===== src/rtl/dbg_match_pkg.sv =====
package dbg_match_pkg;

   typedef enum logic [1:0] {
      WM_OFF   = 2'd0,
      WM_LOAD  = 2'd1,
      WM_STORE = 2'd2,
      WM_ANY   = 2'd3
   } wmode_e;

   // Does a slot in mode m accept an access of the given kind?
   function automatic logic mode_accepts(input logic [1:0] m, input logic is_store);
      case (wmode_e'(m))
         WM_LOAD:  return !is_store;
         WM_STORE: return is_store;
         WM_ANY:   return 1'b1;
         default:  return 1'b0;
      endcase
   endfunction

   function automatic int idx_bits(input int n);
      return (n < 2) ? 1 : $clog2(n);
   endfunction

endpackage


===== src/rtl/dbg_slot_bank.sv =====
module dbg_slot_bank
   import dbg_match_pkg::*;
#(
   parameter int NUM      = 4,
   parameter int ADDR_W   = 32,
   parameter int IDX_W    = 2,
   parameter bit HAS_MODE = 1'b1
) (
   input  logic                       clk,
   input  logic                       rst_n,
   input  logic                       wr_en,
   input  logic                       wr_clr,
   input  logic [IDX_W-1:0]           wr_idx,
   input  logic [ADDR_W-1:0]          wr_addr,
   input  logic [1:0]                 wr_mode,
   output logic [NUM-1:0]             slot_valid,
   output logic [NUM-1:0][ADDR_W-1:0] slot_addr,
   output logic [NUM-1:0][1:0]        slot_mode
);

   initial begin
      if (NUM < 1)              $error("dbg_slot_bank: NUM must be at least 1");
      if ((1 << IDX_W) < NUM)   $error("dbg_slot_bank: IDX_W too narrow for NUM");
   end

   for (genvar g = 0; g < NUM; g++) begin : g_slot
      logic hit_sel;
      assign hit_sel = wr_en && (wr_idx == IDX_W'(g));

      always_ff @(posedge clk or negedge rst_n) begin
         if (!rst_n) begin
            slot_valid[g] <= 1'b0;
            slot_addr[g]  <= '0;
         end else if (hit_sel) begin
            slot_valid[g] <= !wr_clr;
            slot_addr[g]  <= wr_clr ? '0 : wr_addr;
         end
      end

      if (HAS_MODE) begin : g_mode
         always_ff @(posedge clk or negedge rst_n) begin
            if (!rst_n)       slot_mode[g] <= WM_OFF;
            else if (hit_sel) slot_mode[g] <= wr_clr ? WM_OFF : wr_mode;
         end
      end else begin : g_nomode
         assign slot_mode[g] = WM_ANY;
      end
   end

   if (!HAS_MODE) begin : g_sink
      logic [1:0] unused_mode_bits;
      assign unused_mode_bits = wr_mode;
   end

endmodule


===== src/rtl/dbg_bp_cmp.sv =====
module dbg_bp_cmp #(
   parameter int NUM    = 4,
   parameter int ADDR_W = 32
) (
   input  logic [NUM-1:0]             slot_valid,
   input  logic [NUM-1:0][ADDR_W-1:0] slot_addr,
   input  logic                       pc_valid,
   input  logic [ADDR_W-1:0]          pc,
   output logic [NUM-1:0]             hit_vec
);

   for (genvar g = 0; g < NUM; g++) begin : g_cmp
      assign hit_vec[g] = pc_valid && slot_valid[g] && (slot_addr[g] == pc);
   end

endmodule


===== src/rtl/dbg_wp_cmp.sv =====
module dbg_wp_cmp
   import dbg_match_pkg::*;
#(
   parameter int NUM    = 4,
   parameter int ADDR_W = 32
) (
   input  logic [NUM-1:0]             slot_valid,
   input  logic [NUM-1:0][ADDR_W-1:0] slot_addr,
   input  logic [NUM-1:0][1:0]        slot_mode,
   input  logic                       mem_req,
   input  logic                       mem_we,
   input  logic [ADDR_W-1:0]          mem_addr,
   output logic [NUM-1:0]             hit_vec
);

   for (genvar g = 0; g < NUM; g++) begin : g_cmp
      logic kind_ok;
      logic addr_ok;
      assign kind_ok    = mode_accepts(slot_mode[g], mem_we);
      assign addr_ok    = (slot_addr[g] == mem_addr);
      assign hit_vec[g] = mem_req && slot_valid[g] && kind_ok && addr_ok;
   end

endmodule


===== src/rtl/dbg_match_unit.sv =====
module dbg_match_unit
   import dbg_match_pkg::*;
#(
   parameter int ADDR_W  = 32,
   parameter int NUM_BP  = 4,
   parameter int NUM_WP  = 4,
   parameter bit REG_OUT = 1'b1,
   localparam int SLOT_W = idx_bits((NUM_BP > NUM_WP) ? NUM_BP : NUM_WP)
) (
   input  logic              clk,
   input  logic              rst_n,
   input  logic              cfg_wr,
   input  logic              cfg_kind,
   input  logic              cfg_clr,
   input  logic [SLOT_W-1:0] cfg_slot,
   input  logic [ADDR_W-1:0] cfg_addr,
   input  logic [1:0]        cfg_mode,
   input  logic              pc_valid,
   input  logic [ADDR_W-1:0] pc,
   input  logic              mem_req,
   input  logic              mem_we,
   input  logic [ADDR_W-1:0] mem_addr,
   output logic              mem_block,
   output logic              bp_req,
   output logic              wp_req
);

   initial begin
      if (ADDR_W < 2 || ADDR_W > 64)   $error("dbg_match_unit: ADDR_W out of range");
      if (NUM_BP < 1 || NUM_BP > 16)   $error("dbg_match_unit: NUM_BP out of range");
      if (NUM_WP < 1 || NUM_WP > 16)   $error("dbg_match_unit: NUM_WP out of range");
   end

   logic                       bp_wr, wp_wr;
   logic [NUM_BP-1:0]          bp_valid_w;
   logic [NUM_BP-1:0][ADDR_W-1:0] bp_addr_w;
   logic [NUM_BP-1:0][1:0]     bp_mode_unused;
   logic [NUM_WP-1:0]          wp_valid_w;
   logic [NUM_WP-1:0][ADDR_W-1:0] wp_addr_w;
   logic [NUM_WP-1:0][1:0]     wp_mode_w;
   logic [NUM_BP-1:0]          bp_hit_vec;
   logic [NUM_WP-1:0]          wp_hit_vec;
   logic                       bp_any, wp_any;

   assign bp_wr = cfg_wr && !cfg_kind;
   assign wp_wr = cfg_wr &&  cfg_kind;

   dbg_slot_bank #(
      .NUM(NUM_BP), .ADDR_W(ADDR_W), .IDX_W(SLOT_W), .HAS_MODE(1'b0)
   ) u_bp_bank (
      .clk(clk), .rst_n(rst_n),
      .wr_en(bp_wr), .wr_clr(cfg_clr), .wr_idx(cfg_slot),
      .wr_addr(cfg_addr), .wr_mode(cfg_mode),
      .slot_valid(bp_valid_w), .slot_addr(bp_addr_w), .slot_mode(bp_mode_unused)
   );

   dbg_slot_bank #(
      .NUM(NUM_WP), .ADDR_W(ADDR_W), .IDX_W(SLOT_W), .HAS_MODE(1'b1)
   ) u_wp_bank (
      .clk(clk), .rst_n(rst_n),
      .wr_en(wp_wr), .wr_clr(cfg_clr), .wr_idx(cfg_slot),
      .wr_addr(cfg_addr), .wr_mode(cfg_mode),
      .slot_valid(wp_valid_w), .slot_addr(wp_addr_w), .slot_mode(wp_mode_w)
   );

   dbg_bp_cmp #(.NUM(NUM_BP), .ADDR_W(ADDR_W)) u_bp_cmp (
      .slot_valid(bp_valid_w), .slot_addr(bp_addr_w),
      .pc_valid(pc_valid), .pc(pc), .hit_vec(bp_hit_vec)
   );

   dbg_wp_cmp #(.NUM(NUM_WP), .ADDR_W(ADDR_W)) u_wp_cmp (
      .slot_valid(wp_valid_w), .slot_addr(wp_addr_w), .slot_mode(wp_mode_w),
      .mem_req(mem_req), .mem_we(mem_we), .mem_addr(mem_addr),
      .hit_vec(wp_hit_vec)
   );

   assign bp_any    = |bp_hit_vec;
   assign wp_any    = |wp_hit_vec;
   // The block path stays combinational so the access is stopped in its own cycle.
   assign mem_block = wp_any;

   if (REG_OUT) begin : g_reg_out
      always_ff @(posedge clk or negedge rst_n) begin
         if (!rst_n) begin
            bp_req <= 1'b0;
            wp_req <= 1'b0;
         end else begin
            bp_req <= bp_any;
            wp_req <= wp_any;
         end
      end
   end else begin : g_comb_out
      assign bp_req = bp_any;
      assign wp_req = wp_any;
   end

endmodule


===== config.mk =====
export PLATFORM = sky130hd
export DESIGN_NAME = dbg_match_unit
export DESIGN_NICKNAME = d
export VERILOG_FILES = /design/src/rtl/dbg_match_pkg.sv /design/src/rtl/dbg_slot_bank.sv /design/src/rtl/dbg_bp_cmp.sv /design/src/rtl/dbg_wp_cmp.sv /design/src/rtl/dbg_match_unit.sv
export SDC_FILE = /design/constraint.sdc
export NUM_CORES = 1
export LEC_CHECK = 0
export BUFFER_PORTS_ARGS = -buffer_cell sky130_fd_sc_hd__buf_4
export CORE_MARGIN = 4
export CORE_UTILIZATION = 50
export CTS_CLUSTER_DIAMETER = 40
export DETAILED_ROUTE_END_ITERATION = 7
export PLACE_DENSITY = 0.75
export SLEW_MARGIN = 10
export SYNTH_ARGS = -nofsm -noshare
export SYNTH_HDL_FRONTEND = slang
export SYNTH_HIERARCHICAL = 1
export SYNTH_SLANG_ARGS = --single-unit
export TNS_END_PERCENT = 30

===== constraint.sdc =====
create_clock -name clk -period 1.9 [get_ports clk]
set_input_delay 0.38 -clock clk [delete_from_list [all_inputs] [get_ports clk]]
set_output_delay 0.38 -clock clk [all_outputs]
set_load 0.01 [all_outputs]

After elaboration in Yosys (flattened, before gate mapping)

Index checks and enable logic that the tools add are counted.

Bits in registers: 274
Input port bits: 108
Output and inout bits: 3
Word-level logic and storage cells: 87

Eq/ne operators: 23
Muxes and demuxes: 6
Reductions and logical operators: 36

Operator list:

| kind                 | count |
|---|---|
| $eq A32 B32 Y1       | 8 |
| $mux W32             | 1 |
| $logic_and A1 B1 Y1  | 30 |
| $eq A2 B2 Y1 const B | 10 |
| $pmux W1 S3          | 4 |
| $eq A2 B1 Y1 const B | 5 |
| $reduce_or A4 Y1     | 2 |
| $logic_not A1 Y1     | 3 |
| $logic_not A2 Y1     | 1 |
| $mux W2              | 1 |

Logic depth before layout (Yosys ltp)

Gate-level depths: netlist (run 1).

Depth after elaboration: 5
Depth in mapped cells: 6
Depth with buffers taken out: 5

By module

The synthesis (run 1) kept the hierarchy.

Modules (own cells, without submodules):

| module                     | instances | cells each | area each (sq um) | sequential area each (sq um) |
|---|---|---|---|---|
| dbg_slot_bank at u_wp_bank | 1         | 341        | 5838.1            | 3503.4 |
| dbg_slot_bank at u_bp_bank | 1         | 331        | 5561.6            | 3303.2 |
| dbg_wp_cmp                 | 1         | 191        | 1510.2            | 0.0 |
| dbg_bp_cmp                 | 1         | 176        | 1412.6            | 0.0 |
| dbg_match_unit             | 1         | 6          | 77.6              | 50.0 |

Least setup slack after synthesis (run 1)

OpenSTA, ideal clock, no wires.

Path type: input to output
Start: input port mem_addr[24]
End: output port mem_block
Arrival: 1568 ps
Required time: 1520 ps
Slack: -48 ps
Stages on the path: 6
Path buffers: 1
Cell sequence: clkbuf_1 > inv_1 > o221ai_1 > or4_1 > nor4_2 > or4_1

Word-level cells in the longest chain between the ends: 3
Elaborated cells between the ends (all ways): 9
Classes of those cells: eq/ne: 4; reduce/logical: 5

Ends and longest elaborated chain:

| what                | line                 | source |
|---|---|---|
| from (decl)         | dbg_match_unit.sv:22 | `input logic [ADDR_W-1:0] mem_addr,` |
| $eq A32 B32 Y1      | dbg_wp_cmp.sv:20     | `assign addr_ok = (slot_addr[g] == mem_addr);` |
| $logic_and A1 B1 Y1 | dbg_wp_cmp.sv:21     | `assign hit_vec[g] = mem_req && slot_valid[g] && kind_ok && addr_ok;` |
| net wp_hit_vec[2]   | dbg_match_unit.sv:42 | `logic [NUM_WP-1:0] wp_hit_vec;` |
| $reduce_or A4 Y1    | dbg_match_unit.sv:78 | `assign wp_any = \|wp_hit_vec;` |
| to (decl)           | dbg_match_unit.sv:23 | `output logic mem_block,` |

The timed path passes the listed nets, and every way through them passes these cells.

Worst setup path in the final report (run 1)

Start: register u_wp_bank/slot_addr[81] (netlist bit)
End: output port mem_block

Word-level cells in the longest chain between the ends: 3

Ends and longest elaborated chain:

| what                              | line                 | source |
|---|---|---|
| from (decl)                       | dbg_slot_bank.sv:17  | `output logic [NUM-1:0][ADDR_W-1:0] slot_addr,` |
| from (signal, indexed assignment) | dbg_slot_bank.sv:36  | `slot_addr[g] <= wr_clr ? '0 : wr_addr;` |
| $eq A32 B32 Y1                    | dbg_wp_cmp.sv:20     |  |
| $logic_and A1 B1 Y1               | dbg_wp_cmp.sv:21     |  |
| net wp_hit_vec[2]                 | dbg_match_unit.sv:42 |  |
| $reduce_or A4 Y1                  | dbg_match_unit.sv:78 |  |

The timed path passes the listed nets, and every way through them passes these cells.

==> results.yml, run 1 <==
run_status:
  violations: "setup timing"
  outcome: "finished, violations left"
global_route:
  overflow: 0
  globalRouteTotalUtil: 0.241
  antenna_found_initial: 0
  grt_first_pass_wirelength_um: 57800
  grt_pass1_vias: 9474
  grt_max_degree: 59
clock_network:
  clk_path_buf_depth: 3
  clk_pin_slew_ns: 0.06
  cts_sinks: 274
  cts_inserted_buffers: 39
  clk_latency_ns: 0.51
  root_buffer: "clkbuf_16"
  h-tree-depth: 2
  cts_tree: "done"
worst_setup_path:
  path_max_fanout: 2
  r2r-start: "u_bp_bank/slot_addr[103]"
  r2r-end: "bp_req"
  timing_worst_setup_path_type: "reg2out"
  worstPathArrival_ns: 2.26
  endpoint_kind: "primary output"
  cp-start-kind: "flop"
  crit_required_ns: 1.52
  r2r_cells: 5
  r2r_setup_slack_ns: 0.14
cells_and_area:
  n_antenna_cell: 0
  nets: 1336
  drive_gt1_frac: 0.426
  syn_to_final_growth_pct: 20.9
drt:
  totalWireLength_um: 37500
  avgViaCountPerCell: 5.50
  avgRoutedWirePerCell_um: 23.0
  drc: 0
  drtAntennaViolNets: 0
  drtIter0Drc: 796
  num_vias: 8983
  first_pass_iters: 5
synthesis:
  synth_area_um2: 14300
  syn_inst: 1036
  syn_nets: 1144
  syn_area_per_cell_um2: 13.8
  ys_warn_count: 6
timing:
  final-max-slew-violation-count: 0
  layout_min_cycle_time_ns: 2.64
  layout_setup_ws_ns: -0.744
  fin_crit_sh: 1.39
  rsz0062_at_grt: "true"
  max-slew-margin-rel: 0.631
  fmaxAchievable_mhz: 378
  fin_skew_ns: 0.00802
  worst_pin_slew_ns: 0.552
  hold_violations: 0
  setup_viol: 1
floorplanning:
  fp-row-count: 61
  dieWidth_um: 177
  die_height_um: 177
  coreArea_um2: 28000
  start_util: 0.512
  die_area_um2: 31400
  boundaryPins: 111
placement:
  place_congestion: 0.931
  portBuffers: 110
  hpwlAfterDp_um: 27200
  dp_slack_ns: -0.384
flow_run:
  maxCapViolCount: 0
power_and_ir_drop:
  ir_drop_mv: 0.611
  power.density_nw_per_um2: 1060
  p_leak_nw: 8.19
  power_w: 0.0184
min_path:
  hp-class: "in2reg"
  hold_start: "cfg_clr"
  holdPathStages: 2
  whs_endpoint: "u_bp_bank/slot_valid[1]"
-- power by group --
| group | total [W] | switching (W) | internal [W] |
|---|---|---|---|
| clock | 0.00723 | 0.00269 | 0.00454 |
| combinational | 0.00361 | 0.00158 | 0.00203 |
| sequential | 0.00760 | 0.000745 | 0.00685 |
-- critical path, stage by stage (launching register included) --
cell and delay [ns]:
dfrtp_1 0.40, xnor2_1 0.18, nand4_1 0.17, or4_4 0.58, nor4_4 0.14, or4_4 0.18, buf_6 0.10
-- final cells by class --
class                   instances  area [um2]
clock buffers                  49        1060
clock inverters                18         234
fillers                      2116       10700
inverters                      15        56.3
multi-input cells             707        7000
flip-flops and latches        274        6860
well taps                     378         473
repair buffers                191        1650
-- registers in the layout (all words and copies together), names as in the netlist --
| name | count |
|---|---|
| wp_req | 1 |
| bp_req | 1 |
| u_bp_bank/slot_addr | 128 |
| u_bp_bank/slot_valid | 4 |
| u_wp_bank/slot_valid | 4 |
| u_wp_bank/slot_mode | 8 |
| u_wp_bank/slot_addr | 128 |
-- worst max-delay path by stage --
stage                                  startpoint   endpoint  slack, ns  cells past startpoint
final                     u_wp_bank/slot_addr[81]  mem_block      -0.74                      6
after detailed placement             mem_addr[16]  mem_block      -0.38                      7
after global placement               mem_addr[16]  mem_block      -0.36                      7
after CTS                 u_wp_bank/slot_addr[74]  mem_block      -0.73                      6
after global routing      u_wp_bank/slot_addr[74]  mem_block      -0.83                      6
after floorplan                      mem_addr[24]  mem_block       0.04                      6
-- repair_timing --
action,4_1_cts,5_1_grt
setup endpoints to repair,1,1
buffers inserted,0,0
cloned,0,0
hold endpoints to repair,51,0
gates resized for setup,6,4
pin swaps,3,5
hold buffers,1,0
-- cells in the final DEF (no fill, tap or decap), drive strengths merged, types with 8 or more instances in the layout --
| master | count |
|---|---|
| xnor2 | 49 |
| nand4 | 21 |
| nand3 | 8 |
| xor2 | 201 |
| dfrtp | 274 |
| inv | 21 |
| nor2b | 67 |
| clkbuf | 49 |
| mux2 | 264 |
| nor4 | 55 |
| mux2i | 12 |
| buf | 190 |
-- per-stage QoR --
step                      hold slack (ns)  setup TNS [ns]  utilization  cells  cell area (um2)
final                               0.225          -0.744        0.619   1632            17300
after global routing                0.231          -0.830        0.619   1632            17300
after CTS                           0.197          -0.734        0.618   1632            17300
after detailed placement            0.349          -0.384        0.570   1564            16000
after global placement              0.353          -0.355        0.570   1564            16000
after floorplan                    0.0844               0            -   1036            14300
-- layer usage --
metal  global-route usage  vias up  wire length, um  share of wire
met2                0.364      282            16800           0.45
met1                0.363     4658            17500           0.47
met5                    0        -                0              0
li1                     -     3986                -              -
met4               0.0564        0              802          0.021
met3               0.0439       57             2360          0.063
Note: power is estimated with default switching activity, not from simulation.
==> run 2, diff against run 1 <==
Settings changed: CORE_ASPECT_RATIO set to 1.2, CORE_UTILIZATION 50 to 42, PLACE_DENSITY 0.75 to unset.
==> run 2 against run 1 <==
Against the previous run:
- the run still ends with setup timing left
- hold slack lost 0.0051 ns
- global-route usage shrank 3.0 points
- combinational power grew 3%
- design area grew 3.1%
- largest cell class unchanged
- largest power group is now the clock network
==> results.yml, run 2 (synthesis gave the netlist of run 1 again) <==
worst_setup_path:
  worstPathArrival_ns: 2.22
  timing_worst_setup_path_type: "reg2out"
  r2r_cells: 5
  cpMaxStageDelayCell: "dfrtp_1"
  max_stage_delay_ns: 0.38
  r2r_setup_slack_ns: 0.06
  endpoint_kind: "primary output"
  path_max_fanout: 2
  critical_path.most_common_cell: "nor4_1"
  startpoint: "u_wp_bank/slot_addr[23]"
  path_buf_inv: 1
  path_cells: "xor2_1, nor4_1, nand4_1, nor4_1, or4_4, buf_4"
  crit_required_ns: 1.52
  r2r-start: "u_bp_bank/slot_addr[36]"
  critPathTopFamily: "simple AND/OR/NAND/NOR gates"
  cp-start-kind: "flop"
  r2r-end: "bp_req"
clock_network:
  h-tree-depth: 2
  cts_tree: "done"
  root_buffer: "clkbuf_16"
  clk_latency_ns: 0.54
  clk_path_buf_depth: 3
  clk_pin_slew_ns: 0.05
  cts_sinks: 274
  cts_inserted_buffers: 43
flow_run:
  maxCapViolCount: 0
floorplanning:
  die_height_um: 210
  fp-row-count: 73
  die_area_um2: 37200
  start_util: 0.429
  dieWidth_um: 177
  coreArea_um2: 33400
  boundaryPins: 111
cells_and_area:
  syn_to_final_growth_pct: 24.6
  nets: 1371
  most-common-layout-cells: "274 x dfrtp_1, 205 x buf_4, 195 x xor2_1, 137 x mux2_2, 126 x mux2_4"
  final_common_cell: "dfrtp_1"
  num-fill-cells: 2962
  n_antenna_cell: 0
  top_regs: "u_bp_bank/slot_addr x128, u_wp_bank/slot_addr x128, u_wp_bank/slot_mode x8"
  drive_gt1_frac: 0.451
timing:
  fin_skew_ns: 0.0131
  setup_viol: 1
  rsz0062_at_grt: "true"
  hold_violations: 0
  layout_min_cycle_time_ns: 2.60
  whs_ns: 0.219
  final-max-slew-violation-count: 0
  layout_setup_ws_ns: -0.696
  max-slew-margin-rel: 0.595
  fmaxAchievable_mhz: 385
  fin_crit_sh: 1.37
  worst_pin_slew_ns: 0.606
drt:
  avgRoutedWirePerCell_um: 22.5
  avgViaCountPerCell: 5.03
  first_pass_iters: 4
  drtAntennaViolNets: 0
  totalWireLength_um: 39300
  num_vias: 8784
  drc: 0
  drtIter0Drc: 378
power_and_ir_drop:
  power.density_nw_per_um2: 1080
  ir_drop_mv: 0.746
  p_leak_nw: 8.41
  power_w: 0.0193
run_status:
  violations: "setup timing"
  outcome: "finished, violations left"
placement:
  place_congestion: 0.852
  hpwlAfterDp_um: 28900
  portBuffers: 110
min_path:
  whs_endpoint: "u_wp_bank/slot_valid[2]"
  hold_start: "cfg_clr"
  hp-class: "in2reg"
  holdPathStages: 2
global_route:
  globalRouteTotalUtil: 0.210
  grt_busiest_layer: "met2"
  grt_max_degree: 79
  use_met1: 0.275
  use_met2: 0.353
  grt_pass1_vias: 9649
  antenna_found_initial: 0
  grt_first_pass_wirelength_um: 59400
  overflow: 0
  grtUsageMet3: 0.0317
[run 2: cell count changes in the layout (fill, tap and decap cells not counted), moves of 4 or more]
cell        change
buf_4          +33
clkbuf_16       +6
xor2_1          -6
xor2_2          +6
clkinv_2        +4
clkinvlp_4      +4
nor4_1          -4
nor4_2          +4
[run 2: what timing repair did]
item                                    CTS  global route
hold buffers                              1             0
endpoints found under the setup margin    1             1
pin swaps                                 9             0
gates resized for setup                  15             3
setup buffers                             0             0
gates cloned                              0             0
endpoints found under the hold margin    23             0
[run 2: stage by stage]
stage / TNS (ns) / util / area [um2] / std cells / setup slack [ns]
after floorplan: 0 / - / 14300 / 1036 / 0.0423
after global placement: -0.509 / 0.487 / 16300 / 1667 / -0.457
after detailed placement: -0.521 / 0.487 / 16300 / 1667 / -0.461
after CTS: -0.700 / 0.534 / 17800 / 1746 / -0.700
after global routing: -0.805 / 0.535 / 17900 / 1746 / -0.805
final: -0.696 / 0.535 / 17900 / 1746 / -0.696
[run 2: worst max-delay path by stage]
stage | cells after the start | slack (ns) | to
6_report | 6 | -0.70 | mem_block
5_1_grt | 6 | -0.80 | mem_block
4_1_cts | 6 | -0.70 | mem_block
3_5_place_dp | 8 | -0.46 | mem_block
3_3_place_gp | 7 | -0.46 | mem_block
2_1_floorplan | 6 | 0.04 | mem_block
[run 2: final cells by class]
cell class	instances	area [um2]	share of cell area
multi-input cells	707	7060	0.395
flip-flops and latches	274	6860	0.384
repair buffers	222	1860	0.104
clock buffers	53	1190	0.0664
well taps	450	563	0.0315
clock inverters	25	278	0.0155
inverters	15	56.3	0.00315
[run 2: per-layer routing]
layer	share of wire	vias to the layer above
li1	-	4051
met1	0.43	4458
met2	0.49	199
met3	0.041	76
met4	0.041	0
met5	0	-
[run 2: power by group]
part           internal (W)  total (W)  switching, W  leakage (nW)
Sequential          0.00686    0.00757      0.000710          3.55
Combinational       0.00213    0.00372       0.00160          4.16
Clock               0.00503    0.00796       0.00293         0.702
